## config.mk

```make
export PLATFORM = sky130hd
export DESIGN_NAME = board_irq_ctrl
export DESIGN_NICKNAME = d
export VERILOG_FILES = /design/src/rtl/birq_pkg.sv /design/src/rtl/birq_edge_sync.sv /design/src/rtl/birq_stat_bank.sv /design/src/rtl/board_irq_ctrl.sv
export SDC_FILE = /design/constraint.sdc
export NUM_CORES = 1
export LEC_CHECK = 0
export ABC_AREA = 1
export BUFFER_PORTS_ARGS = -buffer_cell sky130_fd_sc_hd__buf_2
export CORE_ASPECT_RATIO = 0.7
export CORE_UTILIZATION = 49
export DETAILED_ROUTE_END_ITERATION = 10
export PLACE_DENSITY = 0.72
export SYNTH_ARGS = -nofsm -noshare
export SYNTH_HDL_FRONTEND = slang
export SYNTH_SLANG_ARGS = --single-unit
```

## constraint.sdc

```tcl
create_clock -name clk -period 1.28 [get_ports clk]
set_clock_uncertainty 0.05 [all_clocks]
set_input_delay 0.256 -clock clk [delete_from_list [all_inputs] [get_ports clk]]
set_output_delay 0.256 -clock clk [all_outputs]
set_load 0.05 [all_outputs]
```

## src/rtl/birq_pkg.sv

```systemverilog
package birq_pkg;
  localparam int REG_AW = 3;
  localparam logic [REG_AW-1:0] OFS_STAT_LO = 3'h0;
  localparam logic [REG_AW-1:0] OFS_CTRL    = 3'h2;
  localparam logic [REG_AW-1:0] OFS_STAT_HI = 3'h4;
  localparam logic [REG_AW-1:0] OFS_VER     = 3'h6;
  localparam int CTRL_W = 4;

  // bit order matters: software writes retrigger at bit 0 .. card reset at bit 3
  typedef struct packed {
    logic card_rst;
    logic rst_dis;
    logic auto_clr;
    logic retrig;
  } ctrl_t;

  function automatic logic [7:0] pack_version(input logic [2:0] rev,
                                              input logic [1:0] ver,
                                              input logic [2:0] iss);
    return {rev, ver, iss};
  endfunction

  function automatic logic [REG_AW-1:0] half_offset(input int h);
    return (h == 0) ? OFS_STAT_LO : OFS_STAT_HI;
  endfunction
endpackage

```

## src/rtl/birq_edge_sync.sv

```systemverilog
module birq_edge_sync #(
  parameter int W = 8
) (
  input  logic         clk,
  input  logic         rst_n,
  input  logic [W-1:0] raw_i,
  output logic [W-1:0] rise_o
);
  logic [W-1:0] meta_q, sync_q, prev_q;

  always_ff @(posedge clk or negedge rst_n) begin
    if (!rst_n) begin
      meta_q <= '0;
      sync_q <= '0;
      prev_q <= '0;
    end else begin
      meta_q <= raw_i;
      sync_q <= meta_q;
      prev_q <= sync_q;
    end
  end

  assign rise_o = sync_q & ~prev_q;

  // one edge per transition, never two cycles in a row on one bit
  a_r2_single_pulse: assert property (@(posedge clk) disable iff (!rst_n)
    (rise_o != '0) |=> ((rise_o & $past(rise_o)) == '0));
endmodule

```

## src/rtl/birq_stat_bank.sv

```systemverilog
module birq_stat_bank #(
  parameter int W = 8
) (
  input  logic         clk,
  input  logic         rst_n,
  input  logic [W-1:0] set_i,
  input  logic [W-1:0] clr_i,
  output logic [W-1:0] stat_o,
  output logic [W-1:0] stat_nxt_o,
  output logic [W-1:0] drop_o
);
  logic [W-1:0] stat_q;

  // a set in the same cycle wins over a clear
  assign stat_nxt_o = (stat_q & ~clr_i) | set_i;
  assign drop_o     = stat_q & clr_i & ~set_i;
  assign stat_o     = stat_q;

  always_ff @(posedge clk or negedge rst_n) begin
    if (!rst_n) stat_q <= '0;
    else        stat_q <= stat_nxt_o;
  end

  a_r4_w1c_clears: assert property (@(posedge clk) disable iff (!rst_n)
    (clr_i != '0) |=> ((stat_o & $past(clr_i & ~set_i)) == '0));
  a_r5_set_wins: assert property (@(posedge clk) disable iff (!rst_n)
    (set_i != '0) |=> ((stat_o & $past(set_i)) == $past(set_i)));
  a_r2_sticky: assert property (@(posedge clk) disable iff (!rst_n)
    1'b1 |=> ((stat_o & $past(stat_o & ~clr_i)) == $past(stat_o & ~clr_i)));
endmodule

```

## src/rtl/board_irq_ctrl.sv

```systemverilog
module board_irq_ctrl
  import birq_pkg::*;
#(
  parameter int          HALF_W      = 8,
  parameter int          DATA_W      = 16,
  parameter logic [2:0]  LOGIC_REV   = 3'd5,
  parameter logic [1:0]  BOARD_VER   = 2'd2,
  parameter logic [2:0]  BOARD_ISSUE = 3'd1
) (
  input  logic                  clk,
  input  logic                  rst_n,
  input  logic [2*HALF_W-1:0]   irq_src_i,
  input  logic [REG_AW-1:0]     bus_addr_i,
  input  logic                  bus_rd_i,
  input  logic                  bus_wr_i,
  input  logic [DATA_W-1:0]     bus_wdata_i,
  output logic [DATA_W-1:0]     bus_rdata_o,
  output logic                  host_irq_o,
  output logic                  card_rst_o,
  output logic                  rst_dis_o
);
  localparam int NUM_HALF = 2;
  localparam int NUM_SRC  = NUM_HALF * HALF_W;
  localparam logic [7:0] VERSION = pack_version(LOGIC_REV, BOARD_VER, BOARD_ISSUE);

  ctrl_t               ctrl_q;
  logic [NUM_SRC-1:0]  rise_w, stat_w, stat_nxt_w, drop_w, clr_w;
  logic                gap_q;
  logic                wr_ctrl_w, any_pend_w, any_drop_w, nxt_pend_w;

  birq_edge_sync #(.W(NUM_SRC)) u_sync (
    .clk(clk), .rst_n(rst_n), .raw_i(irq_src_i), .rise_o(rise_w));

  for (genvar h = 0; h < NUM_HALF; h++) begin : g_half
    logic hit_w;
    logic [HALF_W-1:0] st_w;
    assign hit_w = (bus_addr_i == half_offset(h));
    assign st_w  = stat_w[h*HALF_W +: HALF_W];
    assign clr_w[h*HALF_W +: HALF_W] =
        ((bus_wr_i && hit_w) ? bus_wdata_i[HALF_W-1:0] : '0) |
        ((bus_rd_i && hit_w && ctrl_q.auto_clr) ? st_w : '0);

    birq_stat_bank #(.W(HALF_W)) u_bank (
      .clk(clk), .rst_n(rst_n),
      .set_i(rise_w[h*HALF_W +: HALF_W]),
      .clr_i(clr_w[h*HALF_W +: HALF_W]),
      .stat_o(stat_w[h*HALF_W +: HALF_W]),
      .stat_nxt_o(stat_nxt_w[h*HALF_W +: HALF_W]),
      .drop_o(drop_w[h*HALF_W +: HALF_W]));
  end

  assign wr_ctrl_w  = bus_wr_i && (bus_addr_i == OFS_CTRL);
  assign any_pend_w = |stat_w;
  assign any_drop_w = |drop_w;
  assign nxt_pend_w = |stat_nxt_w;

  always_ff @(posedge clk or negedge rst_n) begin
    if (!rst_n) begin
      ctrl_q <= '0;
      gap_q  <= 1'b0;
    end else begin
      if (wr_ctrl_w) ctrl_q <= ctrl_t'(bus_wdata_i[CTRL_W-1:0]);
      gap_q <= ctrl_q.retrig && any_drop_w && nxt_pend_w;
    end
  end

  assign host_irq_o = any_pend_w && !gap_q;
  assign card_rst_o = ctrl_q.card_rst;
  assign rst_dis_o  = ctrl_q.rst_dis;

  always_comb begin
    bus_rdata_o = '0;
    if (bus_rd_i) begin
      unique case (bus_addr_i)
        OFS_STAT_LO: bus_rdata_o[HALF_W-1:0] = stat_w[HALF_W-1:0];
        OFS_STAT_HI: bus_rdata_o[HALF_W-1:0] = stat_w[NUM_SRC-1:HALF_W];
        OFS_VER:     bus_rdata_o[7:0]        = VERSION;
        default:     bus_rdata_o             = '0;
      endcase
    end
  end

  a_r8_quiet_when_empty: assert property (@(posedge clk) disable iff (!rst_n)
    (stat_w == '0) |-> !host_irq_o);
  a_r6_card_rst_follows: assert property (@(posedge clk) disable iff (!rst_n)
    wr_ctrl_w |=> (card_rst_o == $past(bus_wdata_i[3]) && rst_dis_o == $past(bus_wdata_i[2])));
  a_r9_retrig_gap: assert property (@(posedge clk) disable iff (!rst_n)
    (ctrl_q.retrig && any_drop_w && nxt_pend_w) |=> !host_irq_o);
  a_r10_autoclr_lo: assert property (@(posedge clk) disable iff (!rst_n)
    (bus_rd_i && bus_addr_i == OFS_STAT_LO && ctrl_q.auto_clr && rise_w[HALF_W-1:0] == '0)
      |=> (stat_w[HALF_W-1:0] == '0));
endmodule

```

# ---- After elaboration in Yosys (flattened, before gate mapping)
# Cells that the tools add are included.
dict set report totals {
  in_bits 39
  word_cells 50
  reg_bits 69
  out_inout_bits 19
}
dict set report op_classes {
  n_mux 6
  reduce_logical 15
  eq_ne 3
  bitwise_logic 16
}
# cell count
set op_table {}
lappend op_table {{$and 8x8->8} 6}
lappend op_table {{$reduce_or 16->1} 3}
lappend op_table {{$mux 8} 5}
lappend op_table {{$not 8->8} 4}
lappend op_table {{$or 8x8->8} 4}
lappend op_table {{$pmux 8 s3} 1}
lappend op_table {{$and 16x16->16} 1}
lappend op_table {{$not 16->16} 1}
lappend op_table {{$logic_and 1x1->1} 10}
lappend op_table {{$eq 3x3->1 const B} 2}
lappend op_table {{$eq 3x2->1 const B} 1}
lappend op_table {{$logic_not 3->1} 1}
lappend op_table {{$logic_not 1->1} 1}

# ---- Depth between registers and ports, before layout
dict set report depth {
  depth_word 10
  mapped_depth 12
  ltp_nobuf 11
}

# ---- Cells and area by module
# Synthesis repeated with hierarchy kept, for this count alone.
dict set report unflattened {
  cells_unflattened 350
  area_unflattened_um2 3000.4
}
# module instances seq_area_each_um2 area_each_um2 cells_each
set by_module_without_submodules {}
lappend by_module_without_submodules {birq_edge_sync 1 1201.2 1361.3 80}
lappend by_module_without_submodules {board_irq_ctrl 1 125.1 838.3 158}
lappend by_module_without_submodules {birq_stat_bank 2 200.2 400.4 56}

# ---- Worst setup path after synthesis
# No wires, ideal clock.
dict set report synth_timing {
  kind {in2out}
  from {input port bus_addr_i[2]}
  to {output port bus_rdata_o[1]}
  path_buffers 2
  stages 7
  required_ns 0.974
  path_slack_ns -0.722
  arrival_ns 1.696
  cell_sequence {buf_6 -> inv_2 -> buf_6 -> nand2_1 -> inv_1 -> nand2_1 -> a21oi_1}
}
dict set report synth_via {
  elab_chain_cells 3
  elab_cells_between_ends 5
  classes_between {eq/ne (2); mux (2); reduce/logical (1)}
}
# item line_no
set synth_rtl {}
lappend synth_rtl {{from (decl)} board_irq_ctrl.sv:13} ;# input logic [REG_AW-1:0] bus_addr_i,
lappend synth_rtl {{$eq 3x3->1 / $logic_not 3->1 (equally long branches)} board_irq_ctrl.sv:74} ;# unique case (bus_addr_i)
lappend synth_rtl {{$pmux 8 s3 *} board_irq_ctrl.sv:74}
lappend synth_rtl {{$mux 8 *} board_irq_ctrl.sv:73} ;# if (bus_rd_i) begin
lappend synth_rtl {{to (decl)} board_irq_ctrl.sv:17} ;# output logic [DATA_W-1:0] bus_rdata_o,
# Every way passes the cells marked *; elsewhere a longest branch is shown, timed or not.

# ---- Final worst setup path
dict set report layout_timing {
  from {register g_half[0].u_bank.stat_q[6]}
  to {output port host_irq_o}
}
dict set report layout_via {
  elab_chain_cells 2
}
# item line_no
set layout_rtl {}
lappend layout_rtl {{from (decl)} birq_stat_bank.sv:12} ;# logic [W-1:0] stat_q;
lappend layout_rtl {{from (signal assigned)} birq_stat_bank.sv:21} ;# else stat_q <= stat_nxt_o;
lappend layout_rtl {{$reduce_or 16->1} board_irq_ctrl.sv:53} ;# assign any_pend_w = |stat_w;
lappend layout_rtl {{$logic_and 1x1->1} board_irq_ctrl.sv:67} ;# assign host_irq_o = any_pend_w && !gap_q;
lappend layout_rtl {{to (decl)} board_irq_ctrl.sv:18} ;# output logic host_irq_o,
# Every way passes these cells.

==> results.md <==
- Flops & latches, synth: 69
- Area share of fa/ha/maj cells after synthesis: 0%
- Cell area after layout: around 4600 sq um
- Outcome: complete, but fails checks
- Synth Area in Compound Gates: 7.175%
- Tmin final: 1.812 ns
- Initial DRC count: 222
- EDFF count, synth: 0
- Slowest CP cell: dfrtp_1
- Clock sinks: 69
- Post-route DRC violation count: 0
- Die width: 95.78 um
- RSZ-0062 raised after global routing: true
- First-pass GRT wire length: between 10,000 and 15,000 um
- H-tree depth: 3
- Ranking of synthesized cells by area: dfrtp_1 57%, nand2_1 9.6%, nand4_1 4.8%
- Vias per inst: 5.429
- Area of the multi-input gates: 1413 sq um
- Die area: 6479 sq um
- DR WL/cell: 17.01 um
- Longest Clk Path Bufs: 2
- Simple-gate portion of the synthesized area: between 20% and 30%
- Worst skew pair latency: 0.35 ns
- Ant diodes: 0
- Proportion of synthesized area in mux cells: 1.493%
- Synth top area share: between 50% and 60%
- Crit-path max cell delay: just over 0.4 ns
- Final Hold Vio Count: 0
- Layout cells sized above 1: about two fifths
- Main combinational cell family by area after synthesis: simple AND/OR/NAND/NOR gates
- PD cells: around 1200 nW/um^2
- Yosys top cell by area: dfrtp_1
- Seq/Total Area, Yosys: 57.24%
- Syn-to-layout area delta: 51.64%
- Critical path type: flip-flop to output port
- Total power: roughly 5600 uW
- Fillers: ~370
- Final ANT Viol Nets: 0
- Critical Path RT: 0.97 ns
- CTS tree: yes
- Gate count after technology mapping: a little over 300
- Via Count: between 2,000 and 3,000
- Die Y: 67.65 um
- Post-Syn Area per Cell: 9.858 sq um
- Gr ovfl total: 0
- Overall Global Routing Usage: 27.83%
- Unique masters post-synth: 25
- Pre-CTS WS: -0.4062 ns
- Initial Util: 51.64%
- Failing checks: negative setup slack
- RD Place Congestion: 0.9112
- Routed Wire Length: 8523 um
- Pleak: about 0.0022 uW
- Dpl hpwl: 5274 um
- Startpoint types: flip-flop
- Setup WS post-layout: -0.5315 ns
- Number of global-route vias before repair: 2,566
- Sequential Area: approximately 1700 sq um
- Xor and xnor area share after synthesis: 0%
- Pins Over Slew Limit: 0
- Io pins: 58
- Crit-path cells: nor4_2, a41oi_2, buf_6
- Layout Nets: 460
- CP Capture Type: output port
- Final setup vio count: 10
- Port bufs: roughly 40
- WP data arrival: between 1.5 and 2 ns
- Hold WS: 0.1494 ns
- Site Rows: 23
- Warnings from Yosys: 0
- Core Footprint: 5842 sq um
- Placed Area: 3734 sq um
- Root Buffer Master: clkbuf_8
- Post-Place Cells: 452
- Fraction of the cycle the final worst path needs: 141.5%
- Max-cap violations: 0
- Syn Std Cell Area: 3017 sq um
- Most common cell in the synthesized netlist: nand2_1
- Tightest Hold Check Type: input port to flip-flop
- Commonest cells post-synth: 77 x nand2_1, 69 x dfrtp_1, 29 x inv_1
- Peak supply drop: 0.0008637 V
- FMAX: roughly 0.55 GHz
- Top_reg_cell synth: dfrtp_1
- Clock slew at reported path FFs: ~0.08 ns
- CTS buffer count: 9
- Pin count of the biggest net entering global routing: 70
- Worst Path Max Fanout: 2
- Pre-Repair DR Iteration Count: 5
- Finished Layout Cells: 501
- Initial antenna violation count: 0
- Async S/R FF share, synth: 100.0%
-- per-stage QoR --
stage          TNS [ns]  util [%]
5_1_grt          -4.160     78.30
3_3_place_gp     -4.445     63.91
3_5_place_dp     -4.860     63.91
6_report         -3.609     78.30
2_1_floorplan    -1.739         -
4_1_cts          -3.582     74.56
-- state kept, by name, indices dropped and copies added (netlist names) --
signal                flops
gap_q                     1
u_sync.prev_q            16
ctrl_q                    2
u_sync.sync_q            16
card_rst_o                1
g_half.u_bank.stat_o     16
rst_dis_o                 1
u_sync.meta_q            16
-- cell type report --
type	count	share of cell area, %
Sequential cell	69	37.83
Multi-Input combinational cell	198	30.88
Timing Repair Buffer	112	21.66
Inverter	31	3.036
Clock buffer	10	3.009
Tap cell	75	2.051
Clock inverter	6	1.532
-- report_power, final --
group,internal [uW],switching (uW),leakage [uW]
clock network,965,864,0.0000955
logic,579,741,0.00135
registers,2350,129,0.000773
total,3890,1730,0.00222
-- placed cells by master, fill, tap and decap left out, types with 4 or more instances in the layout --
cell	n
inv_1	27
nand3_2	7
mux2_2	4
a221oi_4	4
nand3_1	11
buf_2	29
dlygate4sd3_1	17
nand2_1	64
conb_1	8
a21oi_1	7
nand4_1	23
nand2_4	7
buf_4	37
clkbuf_8	10
o21ai_1	7
buf_8	5
buf_6	18
inv_6	4
a21oi_4	4
a21boi_0	6
nand3_4	6
dfrtp_1	66
buf_12	6
nor2_4	6
nor2_1	9
nand4_2	6
nand2_2	5
nor4_2	4
-- cell families (layout without fill, tap and decap cells) --
family,after synthesis,after routing
and+or+nand+nor,149,151
DFF,69,69
buffers and inverters,48,159
AOI/OAI and AO/OA,35,35
muxes,4,4
other,1,8
-- what timing repair did --
action / 4_1_cts / 5_1_grt
gates resized for setup: 43 / 46
endpoints found under the setup margin: 10 / 12
buffers inserted: 9 / 10
gates cloned: 1 / 1
hold buffers: 17 / 0
hold endpoints to repair: 85 / 0
pin swaps: 12 / 22
-- path summary, 6_finish.rpt --
| path | startpoint | end | slack (ns) | depth (start not counted) |
|---|---|---|---|---|
| worst max-delay path | g_half[0].u_bank.stat_o[6]$_DFF_PN0_ | host_irq_o | -0.53 | 3 |
| worst max register to register | ctrl_q[1]$_DFFE_PN0P_ | gap_q$_DFF_PN0_ | -0.31 | 9 |
| worst min-delay path | bus_wdata_i[3] | card_rst_o$_DFFE_PN0P_ | 0.15 | 2 |
| min in group asynchronous | rst_n | u_sync.prev_q[2]$_DFF_PN0_ | 0.41 | 3 |
| max in group asynchronous | rst_n | g_half[1].u_bank.stat_o[7]$_DFF_PN0_ | 0.46 | 3 |
| worst min register to register | u_sync.meta_q[8]$_DFF_PN0_ | u_sync.sync_q[8]$_DFF_PN0_ | 0.29 | 0 |
-- worst max-delay path: cells and delay by family, from the launching register on --
family	cells	cell delay [ns]
DFF	1	0.41
buffers and inverters	1	0.18
AOI/OAI and AO/OA	1	0.18
and+or+nand+nor	1	0.37
-- per-layer routing --
metal / track usage, % / vias to the layer above / routed length, um
met2: 43.39 / 122 / 3930
met5: 0 / - / 0
met3: 10.47 / 33 / 665
li1: - / 1252 / -
met4: 11.57 / 0 / 276
met1: 35.13 / 1313 / 3650
Power figures use the tool's default switching activity.
